### src/rtl/ext_irq_pkg.sv
package ext_irq_pkg;
  localparam int LINES       = 24;
  localparam int FIELD_W     = 4;
  localparam int FIELDS_PW   = 8;
  localparam int DATA_W      = 32;
  localparam int CFG_WORDS   = LINES / FIELDS_PW;
  localparam int DEDICATED   = 4;
  localparam int IRQ_OUTS    = DEDICATED + 2;

  typedef struct packed {
    logic [CFG_WORDS-1:0] cfgWe;
    logic                 maskWe;
    logic                 pendClr;
    logic [DATA_W-1:0]    wdata;
  } ctrl_strobe_t;
endpackage

### src/rtl/ext_irq_regif.sv
module ext_irq_regif
  import ext_irq_pkg::*;
#(
  parameter int ADDR_W = 8,
  parameter logic [ADDR_W-1:0] CFG_BASE  = 8'h88,
  parameter logic [ADDR_W-1:0] MASK_ADDR = 8'hA4,
  parameter logic [ADDR_W-1:0] PEND_ADDR = 8'hA8
) (
  input  logic [ADDR_W-1:0]           busAddr,
  input  logic                        busWe,
  input  logic [DATA_W-1:0]           busWdata,
  input  logic [CFG_WORDS*DATA_W-1:0] cfgFlat,
  input  logic [LINES-1:0]            maskQ,
  input  logic [LINES-1:0]            pendQ,
  output ctrl_strobe_t                strb,
  output logic [DATA_W-1:0]           busRdata
);
  localparam int PAD_W = DATA_W - LINES;

  logic [CFG_WORDS-1:0] cfgHit;

  genvar k;
  generate
    for (k = 0; k < CFG_WORDS; k++) begin : g_dec
      assign cfgHit[k] = (busAddr == ADDR_W'(CFG_BASE + ADDR_W'(4 * k)));
    end
  endgenerate

  always_comb begin
    strb.cfgWe   = busWe ? cfgHit : '0;
    strb.maskWe  = busWe && (busAddr == MASK_ADDR);
    strb.pendClr = busWe && (busAddr == PEND_ADDR);
    strb.wdata   = busWdata;
  end

  always_comb begin
    busRdata = '0;
    for (int w = 0; w < CFG_WORDS; w++) begin
      if (cfgHit[w]) busRdata = cfgFlat[w*DATA_W +: DATA_W];
    end
    if (busAddr == MASK_ADDR) busRdata = {{PAD_W{1'b0}}, maskQ};
    if (busAddr == PEND_ADDR) busRdata = {{PAD_W{1'b0}}, pendQ};
  end
endmodule

### src/rtl/ext_irq_datapath.sv
module ext_irq_datapath
  import ext_irq_pkg::*;
#(
  parameter int SYNC_STAGES = 2,
  parameter logic [LINES-1:0] GROUP_A = 24'h0000F0,
  parameter logic [LINES-1:0] GROUP_B = 24'hFFFF00
) (
  input  logic                        clk,
  input  logic                        rstN,
  input  logic [LINES-1:0]            extLine,
  input  ctrl_strobe_t                strb,
  output logic [CFG_WORDS*DATA_W-1:0] cfgFlat,
  output logic [LINES-1:0]            maskQ,
  output logic [LINES-1:0]            pendQ,
  output logic [IRQ_OUTS-1:0]         irqOut
);
  logic [LINES-1:0]  syncQ [SYNC_STAGES];
  logic [LINES-1:0]  prevQ;
  logic [LINES-1:0]  syncOut;
  logic [LINES-1:0]  hitVec;
  logic [LINES-1:0]  pendNext;
  logic [LINES-1:0]  liveVec;
  logic [DATA_W-1:0] cfgQ [CFG_WORDS];

  // synchronizer chain
  always_ff @(posedge clk) begin
    if (!rstN) begin
      for (int s = 0; s < SYNC_STAGES; s++) syncQ[s] <= '0;
      prevQ <= '0;
    end else begin
      syncQ[0] <= extLine;
      for (int s = 1; s < SYNC_STAGES; s++) syncQ[s] <= syncQ[s-1];
      prevQ <= syncOut;
    end
  end
  assign syncOut = syncQ[SYNC_STAGES-1];

  // trigger configuration words
  genvar k, i, j;
  generate
    for (k = 0; k < CFG_WORDS; k++) begin : g_cfg
      always_ff @(posedge clk) begin
        if (!rstN)               cfgQ[k] <= '0;
        else if (strb.cfgWe[k])  cfgQ[k] <= strb.wdata;
      end
      assign cfgFlat[k*DATA_W +: DATA_W] = cfgQ[k];
    end

    // per-line event detection
    for (i = 0; i < LINES; i++) begin : g_line
      logic [2:0] mode;
      assign mode = cfgQ[i / FIELDS_PW][(i % FIELDS_PW) * FIELD_W +: 3];
      always_comb begin
        if (mode[2:1] == 2'b00)
          hitVec[i] = (syncOut[i] == mode[0]);
        else
          hitVec[i] = (mode[2] & syncOut[i] & ~prevQ[i]) |
                      (mode[1] & ~syncOut[i] & prevQ[i]);
      end
    end
  endgenerate

  // mask and pending state
  always_comb begin
    pendNext = pendQ & ~(strb.pendClr ? strb.wdata[LINES-1:0] : '0);
    pendNext = pendNext | hitVec;
  end

  always_ff @(posedge clk) begin
    if (!rstN) begin
      maskQ <= '1;
      pendQ <= '0;
    end else begin
      if (strb.maskWe) maskQ <= strb.wdata[LINES-1:0];
      pendQ <= pendNext;
    end
  end

  // output grouping
  assign liveVec = pendQ & ~maskQ;
  generate
    for (j = 0; j < DEDICATED; j++) begin : g_ded
      assign irqOut[j] = liveVec[j];
    end
  endgenerate
  assign irqOut[DEDICATED]   = |(liveVec & GROUP_A);
  assign irqOut[DEDICATED+1] = |(liveVec & GROUP_B);
endmodule

### src/rtl/ext_irq_ctrl.sv
module ext_irq_ctrl
  import ext_irq_pkg::*;
#(
  parameter int ADDR_W = 8,
  parameter logic [ADDR_W-1:0] CFG_BASE  = 8'h88,
  parameter logic [ADDR_W-1:0] MASK_ADDR = 8'hA4,
  parameter logic [ADDR_W-1:0] PEND_ADDR = 8'hA8,
  parameter int SYNC_STAGES = 2,
  parameter logic [LINES-1:0] GROUP_A = 24'h0000F0,
  parameter logic [LINES-1:0] GROUP_B = 24'hFFFF00
) (
  input  logic                clk,
  input  logic                rstN,
  input  logic [LINES-1:0]    extLine,
  input  logic [ADDR_W-1:0]   busAddr,
  input  logic                busWe,
  input  logic [DATA_W-1:0]   busWdata,
  output logic [DATA_W-1:0]   busRdata,
  output logic [IRQ_OUTS-1:0] irqOut
);
  ctrl_strobe_t                strb;
  logic [CFG_WORDS*DATA_W-1:0] cfgFlat;
  logic [LINES-1:0]            maskQ;
  logic [LINES-1:0]            pendQ;

  ext_irq_regif #(
    .ADDR_W(ADDR_W), .CFG_BASE(CFG_BASE),
    .MASK_ADDR(MASK_ADDR), .PEND_ADDR(PEND_ADDR)
  ) u_regif (
    .busAddr(busAddr), .busWe(busWe), .busWdata(busWdata),
    .cfgFlat(cfgFlat), .maskQ(maskQ), .pendQ(pendQ),
    .strb(strb), .busRdata(busRdata)
  );

  ext_irq_datapath #(
    .SYNC_STAGES(SYNC_STAGES), .GROUP_A(GROUP_A), .GROUP_B(GROUP_B)
  ) u_dp (
    .clk(clk), .rstN(rstN), .extLine(extLine), .strb(strb),
    .cfgFlat(cfgFlat), .maskQ(maskQ), .pendQ(pendQ), .irqOut(irqOut)
  );
endmodule

### config.mk
export PLATFORM = sky130hd
export DESIGN_NAME = ext_irq_ctrl
export DESIGN_NICKNAME = d
export VERILOG_FILES = /design/src/rtl/ext_irq_pkg.sv /design/src/rtl/ext_irq_regif.sv /design/src/rtl/ext_irq_datapath.sv /design/src/rtl/ext_irq_ctrl.sv
export SDC_FILE = /design/constraint.sdc
export NUM_CORES = 1
export LEC_CHECK = 0
export BUFFER_PORTS_ARGS = -buffer_cell sky130_fd_sc_hd__buf_4
export CAP_MARGIN = 20
export CORE_MARGIN = 2
export CORE_UTILIZATION = 25
export DETAILED_ROUTE_END_ITERATION = 7
export GPL_ROUTABILITY_DRIVEN = 0
export PLACE_DENSITY = 0.42
export REMOVE_ABC_BUFFERS = 1
export SETUP_SLACK_MARGIN = 0.3
export SYNTH_ARGS = -nofsm -noshare
export SYNTH_HDL_FRONTEND = slang
export SYNTH_SLANG_ARGS = --single-unit
### constraint.sdc
create_clock -name clk -period 4.6 [get_ports clk]
set_clock_uncertainty 0.15 [all_clocks]
set_input_delay 0.92 -clock clk [delete_from_list [all_inputs] [get_ports clk]]
set_output_delay 0.92 -clock clk [all_outputs]
set_load 0.05 [all_outputs]
# After elaboration in Yosys (flattened, before gate mapping)
# Memory sizes are Yosys's and may differ from the RTL's.
# Index checks and enable logic that the tools add are counted.
# totals
regBits	72
latchBits	0
mem_bits_rw	144
romBits	0
output_inout_bits	38
wordCells	287
mem_count	2
# mem_list
memory	words	width	rd	rd_clocked_by_memory_dff	write_ports	line	text
u_dp.cfgQ	3	32	3	0	3	ext_irq_datapath.sv:23	logic [DATA_W-1:0] cfgQ [CFG_WORDS];
u_dp.syncQ	2	24	2	0	2	ext_irq_datapath.sv:17	logic [LINES-1:0] syncQ [SYNC_STAGES];
# classes
addsub	0
mul	0
n_div	0
magnitude_cmp	0
n_eq_ne	29
shifts	0
mux	47
bitwise_logic	178
n_reduce_logical	28
# op_table
op	n
two-way mux 32 bit	8
bitwise AND 1 bit	96
two-way mux 24 bit	3
bitwise AND 24 bit	2
zero test 2 bit	24
inverter 1 bit	48
inverter 24 bit	2
equality test 8 bit (second input constant)	5
two-way mux 1 bit	35
OR 1 bit	29
equality test 1 bit	24
OR 24 bit	1
OR reduction 16 bit	1
OR reduction 4 bit	1
two-way mux 3 bit	1
logical AND 1 bit	2

# Logic depth before layout (Yosys ltp)
# Gate-level depths: netlist (run 1).
# logic_depth
ltp_word	6
mapped_depth	7
ltp_nobuf	4

# By module
# From an unflattened synthesis (run 1), not the netlist that was laid out.
# unflattened
cells_unflattened	851
hier_area_um2	9771.9
# by_module_without_submodules
mod	instances	cells_per_inst	area_each_um2	seq_area_each_um2
ext_irq_datapath	1	672	8237.9	5285.1
ext_irq_regif	1	179	1534.0	0.0

# Worst setup path before layout (run 1)
# No wires, ideal clock.
# synth_path
path_kind	input -> register
startpoint	in busAddr[5]
endpoint	mem u_dp.cfgQ[1][0] (enable)
t_arrival_ps	3589
t_required_ps	3984
slack_ps	395
cell_stages	3
path_cell_list	nor3b_2 -> nand4b_1 -> o21ai_0
# synth_lines
item	line	text
start, declared	ext_irq_ctrl.sv:15	input logic [ADDR_W-1:0] busAddr,
end, declared	ext_irq_datapath.sv:23	

# Worst setup path in the final report (run 1)
# layout_path
startpoint	in busAddr[2]
endpoint	out busRdata[15]
# layout_via
elab_chain_cells	6
elab_cells_between_ends	10
cone_classes	5 x eq/ne; 5 x mux
# layout_rtl
item	line	text
equality test 8 bit	ext_irq_regif.sv:25	assign cfgHit[k] = (busAddr == ADDR_W'(CFG_BASE + ADDR_W'(4 * k)));
two-way mux 32 bit (3 in series)	ext_irq_regif.sv:39	if (cfgHit[w]) busRdata = cfgFlat[w*DATA_W +: DATA_W];
two-way mux 32 bit	ext_irq_regif.sv:41	if (busAddr == MASK_ADDR) busRdata = {{PAD_W{1'b0}}, maskQ};
two-way mux 32 bit (*)	ext_irq_regif.sv:42	if (busAddr == PEND_ADDR) busRdata = {{PAD_W{1'b0}}, pendQ};
end, declared	ext_irq_ctrl.sv:18	output logic [DATA_W-1:0] busRdata,
# Every way passes the cells marked *; elsewhere a longest branch is shown, timed or not.

==> results of run 1 <==
==> flip-flops by register name, indices dropped and copies added (netlist names) <==
signal,flops
u_dp.syncQ,48
u_dp.cfgQ,96
u_dp.prevQ,24
u_dp.maskQ,24
u_dp.pendQ,24
==> area by class of cell <==
class	instances	area [sq um]
sequential	216	5285
timing repair buffer	126	970.9
clock buffer	33	698.2
multi-input combinational	595	3739
inverter	21	78.83
fill	3789	25090
tap	468	585.6
clock inverter	15	167.7
==> critical path, cell delays in order <==
cell     delay (ns)
buf_4          0.33
buf_4          0.31
nor2_1         0.05
and4_1         0.20
buf_4          0.19
a221o_1        0.44
buf_4          0.22
==> power groups by stage <==
stage / registers (mW) / logic (mW) / clock network (mW)
after global routing: 2.17 / 0.329 / 2.24
after CTS: 2.16 / 0.304 / 2.17
after global placement: 2.20 / 0.301 / 0
after floorplan: 2.18 / 0.146 / 0
after detailed placement: 2.20 / 0.303 / 0
final: 2.16 / 0.297 / 2.11
==> layer usage <==
metal / vias to the layer above / GRT usage (%)
met1: 3219 / 19.74
li1: 3351 / -
met4: 0 / 3.787
met5: - / 0
met2: 146 / 24.68
met3: 37 / 2.396
==> per-stage QoR <==
step	worst slack, ns	std cells	hold WS, ns
floorplan	0.3141	832	0.2618
global placement	0.8345	1426	0.2653
detailed placement	0.8249	1426	0.2677
CTS	0.8263	1474	0.2803
global route	0.7345	1474	0.2939
finish	0.8293	1474	0.2799
==> cells by family after synthesis <==
group | Yosys count | synth area share [%]
muxes | 32 | 3.450
and+or+nand+nor | 367 | 21.67
AOI/OAI and AO/OA | 195 | 14.71
DFF | 216 | 56.92
xor gates and xnor gates | 1 | 0.09434
buffers and inverters | 70 | 3.153
==> final timing paths <==
check                          from           endpoint  slack (ns)  cells past startpoint
hold reg to reg   u_dp.syncQ[0][23]  u_dp.syncQ[0][47]        0.28                      1
setup reg to reg    u_dp.cfgQ[0][6]      u_dp.pendQ[1]        3.16                      4
setup / recovery         busAddr[2]       busRdata[15]        0.83                      7
hold / removal    u_dp.syncQ[0][23]  u_dp.syncQ[0][47]        0.28                      1
==> cell usage in the layout, fill, tap and decap left out, drive strengths merged, types with 2 or more instances in the layout <==
master / instances
a211o: 2
a211oi: 32
a21o: 23
a21oi: 61
a221o: 19
a221oi: 4
a22o: 19
a22oi: 6
and2: 168
and3: 3
buf: 126
bufinv: 4
clkbuf: 33
clkinv: 11
dfxtp: 120
edfxtp: 96
inv: 20
mux2i: 32
nand2: 68
nand3: 16
nand4b: 3
nor2: 50
nor2b: 27
nor3: 24
nor4b: 2
o211ai: 10
o21ai: 10
o221ai: 4
o22ai: 4
==> reports/metrics.yaml, run 1 <==
status: "finished, final reports clean"
cts_resized: 0
ys_async_sr_fraction_pct: 0
synth_area_leaders: "edfxtp_1 31%, dfxtp_1 26%, and2_1 11%, mux2i_1 3.4%, a21oi_1 3.3%"
synth_top_area_share_pct: 31.05
peakVddDrop_mv: 0.3003
combinationalPowerShare_pct: 6.5
crit_type: "input pin to primary output"
core-area_sq_mm: 0.03661
met1Wirelength_mm: 13.06
met3_length_mm: 1.315
ys_ff_latch: 216
p_total_mw: 4.571
place_area_sq_mm: 0.01066
synth_edf_count: 96
intPower_mw: 3.514
yosysTopAreaCell: "edfxtp_1"
ys_top_cells_by_count: "168 x and2_1, 120 x dfxtp_1, 96 x edfxtp_1, 68 x nand2_1, 61 x a21oi_1"
critPathArrivalTime_ns: 2.70
netlist_instances: 881
yosysSeqAreaShare_pct: 56.92
syn_area_sq_mm: 0.009285
maxCapViolations: 0
wl_met2_mm: 13.44
cts_root_buf: "clkbuf_16"
fin_crit_ns: 3.771
power.density_mw_per_mm2: 396.6
die_w_um: 196.7
worst_pin_slew_ns: 0.8141
grt_start_max_net_pins: 73
drive_above_1_share_pct: 16.60
antenna_found_initial: 1
p_leak_nw: 4.730
dp_hpwl_mm: 19.28
grt_pass1_vias: 6626
clockPowerShare_pct: 46.2
worstHoldPathType: "register to register"
max_freq_mhz: 265.2
fp-row-count: 70
wl_per_cell_um: 19.32
required_ns: 3.53
tns_ns: 0
initial_core_util_pct: 25.36
clkTransAtPathRegs_ns: 0.06
firstDrtPassIters: 4
cts_max_path_buffers: 3
cts_setup_buffers: 0
utilization_pct: 31.48
avgViaCountPerCell: 4.581
crit_path_end_kind: "primary output"
rsz0062_at_grt: "no"
yosysWarnings: 0
finalCritPeriodShare_pct: 81.97
avgSynthCellArea_sq_um: 10.54
cts_tree: "built"
dieArea_sq_mm: 0.03870
p_sw_mw: 1.057
pwr-share-seq_pct: 47.3
nNetsFinal: 1053
overflow: 0
cts.sinks: 216
die_h_um: 196.7
cts_made_buffers: 26
drc_errors: 0
vias: 6753
drt-initial-drc-count: 350
cp_max_fo: 16
diodes: 0
grt_pass1_wl_mm: 42.77
setup_viol: 0
grt_use_total_pct: 14.72
synth.most_common_cell: "and2_1"
fin_area_sq_mm: 0.01152
cts_max_level: 1
antenna_left: 0
finalHoldViolCount: 0
io_pins: 105
cts_hold_buf: 0
synth-main-ff-cell: "dfxtp_1"
drt_wl_total_mm: 28.48
switching_share_pct: 23.12
ys_types: 39
areaGrowthSynthToFinish_pct: 24.12
top_layer: "met4"
slew_violations: 0
insertion_delay_ns: 0.53
io_buffers: 104
worstSetupStartpointType: "input pin"
relSlewSlack_pct: 45.57
Note: power is estimated with default switching activity, not from simulation.
==> run 2, diff against run 1 <==
--- a/config.mk
+++ b/config.mk
@@ -5,6 +5,7 @@
 export SDC_FILE = /design/constraint.sdc
 export NUM_CORES = 1
 export LEC_CHECK = 0
+export ABC_AREA = 1
 export BUFFER_PORTS_ARGS = -buffer_cell sky130_fd_sc_hd__buf_4
 export CAP_MARGIN = 20
 export CORE_MARGIN = 2
==> constraint.sdc (replaced) <==
create_clock -name clk -period 3.91 [get_ports clk]
set_clock_uncertainty 0.15 [all_clocks]
set_input_delay 0.782 -clock clk [delete_from_list [all_inputs] [get_ports clk]]
set_output_delay 0.782 -clock clk [all_outputs]
set_load 0.05 [all_outputs]
==> run 2 against run 1 <==
  * Non-clock buffer count up 2
  * Highest routed layer unchanged
  * Die area up 4.7%
  * Clock power grew 17%
  * Critical path depth is 4 higher
  * Largest cell class unchanged
  * Critical endpoint unchanged
  * Largest power group unchanged
==> reports/metrics.yaml, run 2 <==
grt_pass1_wl_mm: 48.95  # was 42.77 mm
top_register: "u_dp.cfgQ"  # unchanged
fin_crit_ns: 3.335
cts_tree: "built"  # unchanged
setup_viol: 0  # unchanged
r2r_cells: 4  # unchanged
reg2reg_from: "u_dp.cfgQ[1][4]"  # was u_dp.cfgQ[0][6]
die_h_um: 201.3  # was 196.7 um
worstHoldPathType: "register to register"  # unchanged
wl_per_cell_um: 17.28  # was 19.32 um
seqCellArea_sq_mm: 0.005285  # unchanged
synth_edf_count: 96  # unchanged
clockPowerShare_pct: 46.4  # was 46.2%
final_common_cell: "nand2_1"  # was and2_1
p_sw_mw: 1.278  # was 1.057 mW
cts.sinks: 216  # unchanged
drc_errors: 0  # unchanged
netlist_instances: 1211  # was 881
dp_worst_setup_slack_ns: 0.5877  # was 0.8249 ns
min_to: "u_dp.syncQ[0][43]"  # was u_dp.syncQ[0][47]
switching_share_pct: 23.97  # was 23.12%
status: "finished, final reports clean"  # unchanged
yosysTopAreaCell: "edfxtp_1"  # unchanged
drt-initial-drc-count: 526  # was 350
cts_root_buf: "clkbuf_16"  # unchanged
nFillCells: 4117  # was 3789
avgViaCountPerCell: 4.393  # was 4.581
vias: 8141  # was 6753
ys_types: 28  # was 39
antenna_found_initial: 0  # was 1
clkTransAtPathRegs_ns: 0.06  # about the same
place_area_sq_mm: 0.01111  # was 0.01066 sq mm
tns_ns: 0  # unchanged
power.density_mw_per_mm2: 444.5  # was 396.6 mW/mm^2
drive_above_1_share_pct: 15.66  # was 16.60%
synth.most_common_cell: "nand2_1"  # was and2_1
cts_hold_buf: 0  # unchanged
pwr-share-seq_pct: 47.3  # about the same
ys_ff_latch: 216  # unchanged
worstSetupStartpointType: "input pin"  # unchanged
synth-main-ff-cell: "dfxtp_1"  # unchanged
nNetsFinal: 1382  # was 1053
r2r-end: "u_dp.pendQ[9]"  # was u_dp.pendQ[1]
initial_core_util_pct: 25.23  # was 25.36%
ys_async_sr_fraction_pct: 0  # unchanged
dpl.cell_count: 1803  # was 1426
p_leak_nw: 5.441  # was 4.730 nW
areaGrowthSynthToFinish_pct: 23.33  # was 24.12%
io_pins: 105  # unchanged
yosysSeqAreaShare_pct: 54.32  # was 56.92%
core-area_sq_mm: 0.03856  # was 0.03661 sq mm
intPower_mw: 4.055  # was 3.514 mW
antenna_left: 0  # unchanged
fp-row-count: 72  # was 70
cts_made_buffers: 27  # was 26
ys_top_cells_by_count: "244 x nand2_1, 186 x inv_1, 184 x nor2_1, 120 x dfxtp_1, 113 x nand3_1"  # was 168 x and2_1, 120 x dfxtp_1, 96 x edfxtp_1, 68 x nand2_1, 61 x a21oi_1
synth_area_leaders: "edfxtp_1 30%, dfxtp_1 25%, nand2_1 9.4%, inv_1 7.2%, nor2_1 7.1%"  # was edfxtp_1 31%, dfxtp_1 26%, and2_1 11%, mux2i_1 3.4%, a21oi_1 3.3%
cp_max_fo: 27  # was 16
drt_wl_total_mm: 32.03  # was 28.48 mm
diodes: 0  # unchanged
peakVddDrop_mv: 0.2234  # was 0.3003 mV
required_ns: 2.98  # was 3.53 ns
slew_violations: 0  # unchanged
finalNonFillerCells: 1853  # was 1474
largestRegisters: "u_dp.cfgQ (96), u_dp.syncQ (48)"  # unchanged
grt_start_max_net_pins: 60  # was 73
worst_pin_slew_ns: 0.6992  # was 0.8141 ns
relSlewSlack_pct: 53.21  # was 45.57%
grt_pass1_vias: 7845  # was 6626
final_cell_mix: "244 x nand2_1, 186 x inv_1, 183 x nor2_1"  # was 168 x and2_1, 124 x buf_4, 120 x dfxtp_1
finalHoldViolCount: 0  # unchanged
die_w_um: 201.3  # was 196.7 um
rsz0062_at_grt: "no"  # unchanged
finalCritPeriodShare_pct: 85.29
grt_use_total_pct: 15.84  # was 14.72%
max_freq_mhz: 299.8
layout_setup_ws_ns: 0.5750  # was 0.8293 ns
avgSynthCellArea_sq_um: 8.034  # was 10.54 sq um
dp_hpwl_mm: 20.77  # was 19.28 mm
cts_max_path_buffers: 3  # unchanged
cts_max_level: 1  # unchanged
cts_resized: 0  # unchanged
critPathArrivalTime_ns: 2.40  # was 2.70 ns
synth_top_area_share_pct: 29.63  # was 31.05%
overflow: 0  # unchanged
dieArea_sq_mm: 0.04051  # was 0.03870 sq mm
combinationalPowerShare_pct: 6.3  # was 6.5%
yosysWarnings: 0  # unchanged
hold_depth: 2  # was 1
p_total_mw: 5.333  # was 4.571 mW
crit_path_end_kind: "primary output"  # unchanged
maxCapViolations: 0  # unchanged
largest_reg_flops: 96  # unchanged
io_buffers: 104  # unchanged
crit_type: "input pin to primary output"  # unchanged
regToRegSetupSlack_ns: 2.57  # was 3.16 ns
syn_area_sq_mm: 0.009729  # was 0.009285 sq mm
cts_setup_buffers: 0  # unchanged
hp-start: "u_dp.syncQ[0][19]"  # was u_dp.syncQ[0][23]
insertion_delay_ns: 0.54  # was 0.53 ns
multi_input_area_sq_mm: 0.003451  # was 0.003739 sq mm
cp-startpoint: "busAddr[1]"  # was busAddr[2]
firstDrtPassIters: 5  # was 4
fin_area_sq_mm: 0.01200  # was 0.01152 sq mm
## run 2: cells by family (layout without fill, tap and decap cells)
group / Yosys count / count (layout) / share of synthesized area [%]
xor gates and xnor gates: 1 / 1 / 0.09004
DFF: 216 / 216 / 54.32
and+or+nand+nor: 617 / 617 / 27.80
buffers and inverters: 244 / 368 / 10.58
AOI/OAI and AO/OA: 133 / 133 / 7.202
## run 2: routing by layer
metal,vias up,wire length (um),track usage [%]
li1,4080,-,-
met1,3835,15200,22.10
met2,189,14780,26.14
met3,37,1473,2.349
met4,0,571,3.099
met5,-,0,0
## run 2: cell type report
cell class | instances | share of cell area [%]
repair buffers | 128 | 8.488
flip-flops and latches | 216 | 44.05
well taps | 518 | 5.401
multi-input cells | 751 | 28.76
clock inverters | 14 | 0.9906
clock buffers | 35 | 6.298
inverters | 191 | 6.017
## run 2: critical path, cell delays in order
cell     delay [ns]
buf_4          0.11
inv_1          0.08
nand2_4        0.10
nor2_4         0.22
nand2_2        0.15
inv_4          0.37
nand2_1        0.11
nand2_1        0.08
nor2_1         0.04
nand2_1        0.14
buf_4          0.22
## run 2: worst max path at each step
stage	end	cells after the start
2_1_floorplan	u_dp.cfgQ[0][0]	5
6_report	busRdata[15]	11
4_1_cts	busRdata[15]	11
3_5_place_dp	busRdata[15]	11
3_3_place_gp	busRdata[15]	11
5_1_grt	busRdata[15]	11
## run 2: per-stage QoR
step	hold slack, ns	util [%]
6_report	0.2561	31.12
3_3_place_gp	0.2439	28.81
3_5_place_dp	0.2467	28.81
2_1_floorplan	0.2400	-
4_1_cts	0.2396	31.08
5_1_grt	0.2611	31.12
## run 2: power by group through the flow
stage	sequential (mW)	combinational, mW	clock, mW
6_report	2.52	0.336	2.47
5_1_grt	2.54	0.379	2.65
4_1_cts	2.52	0.342	2.56
3_5_place_dp	2.57	0.341	0
3_3_place_gp	2.57	0.338	0
2_1_floorplan	2.55	0.155	0
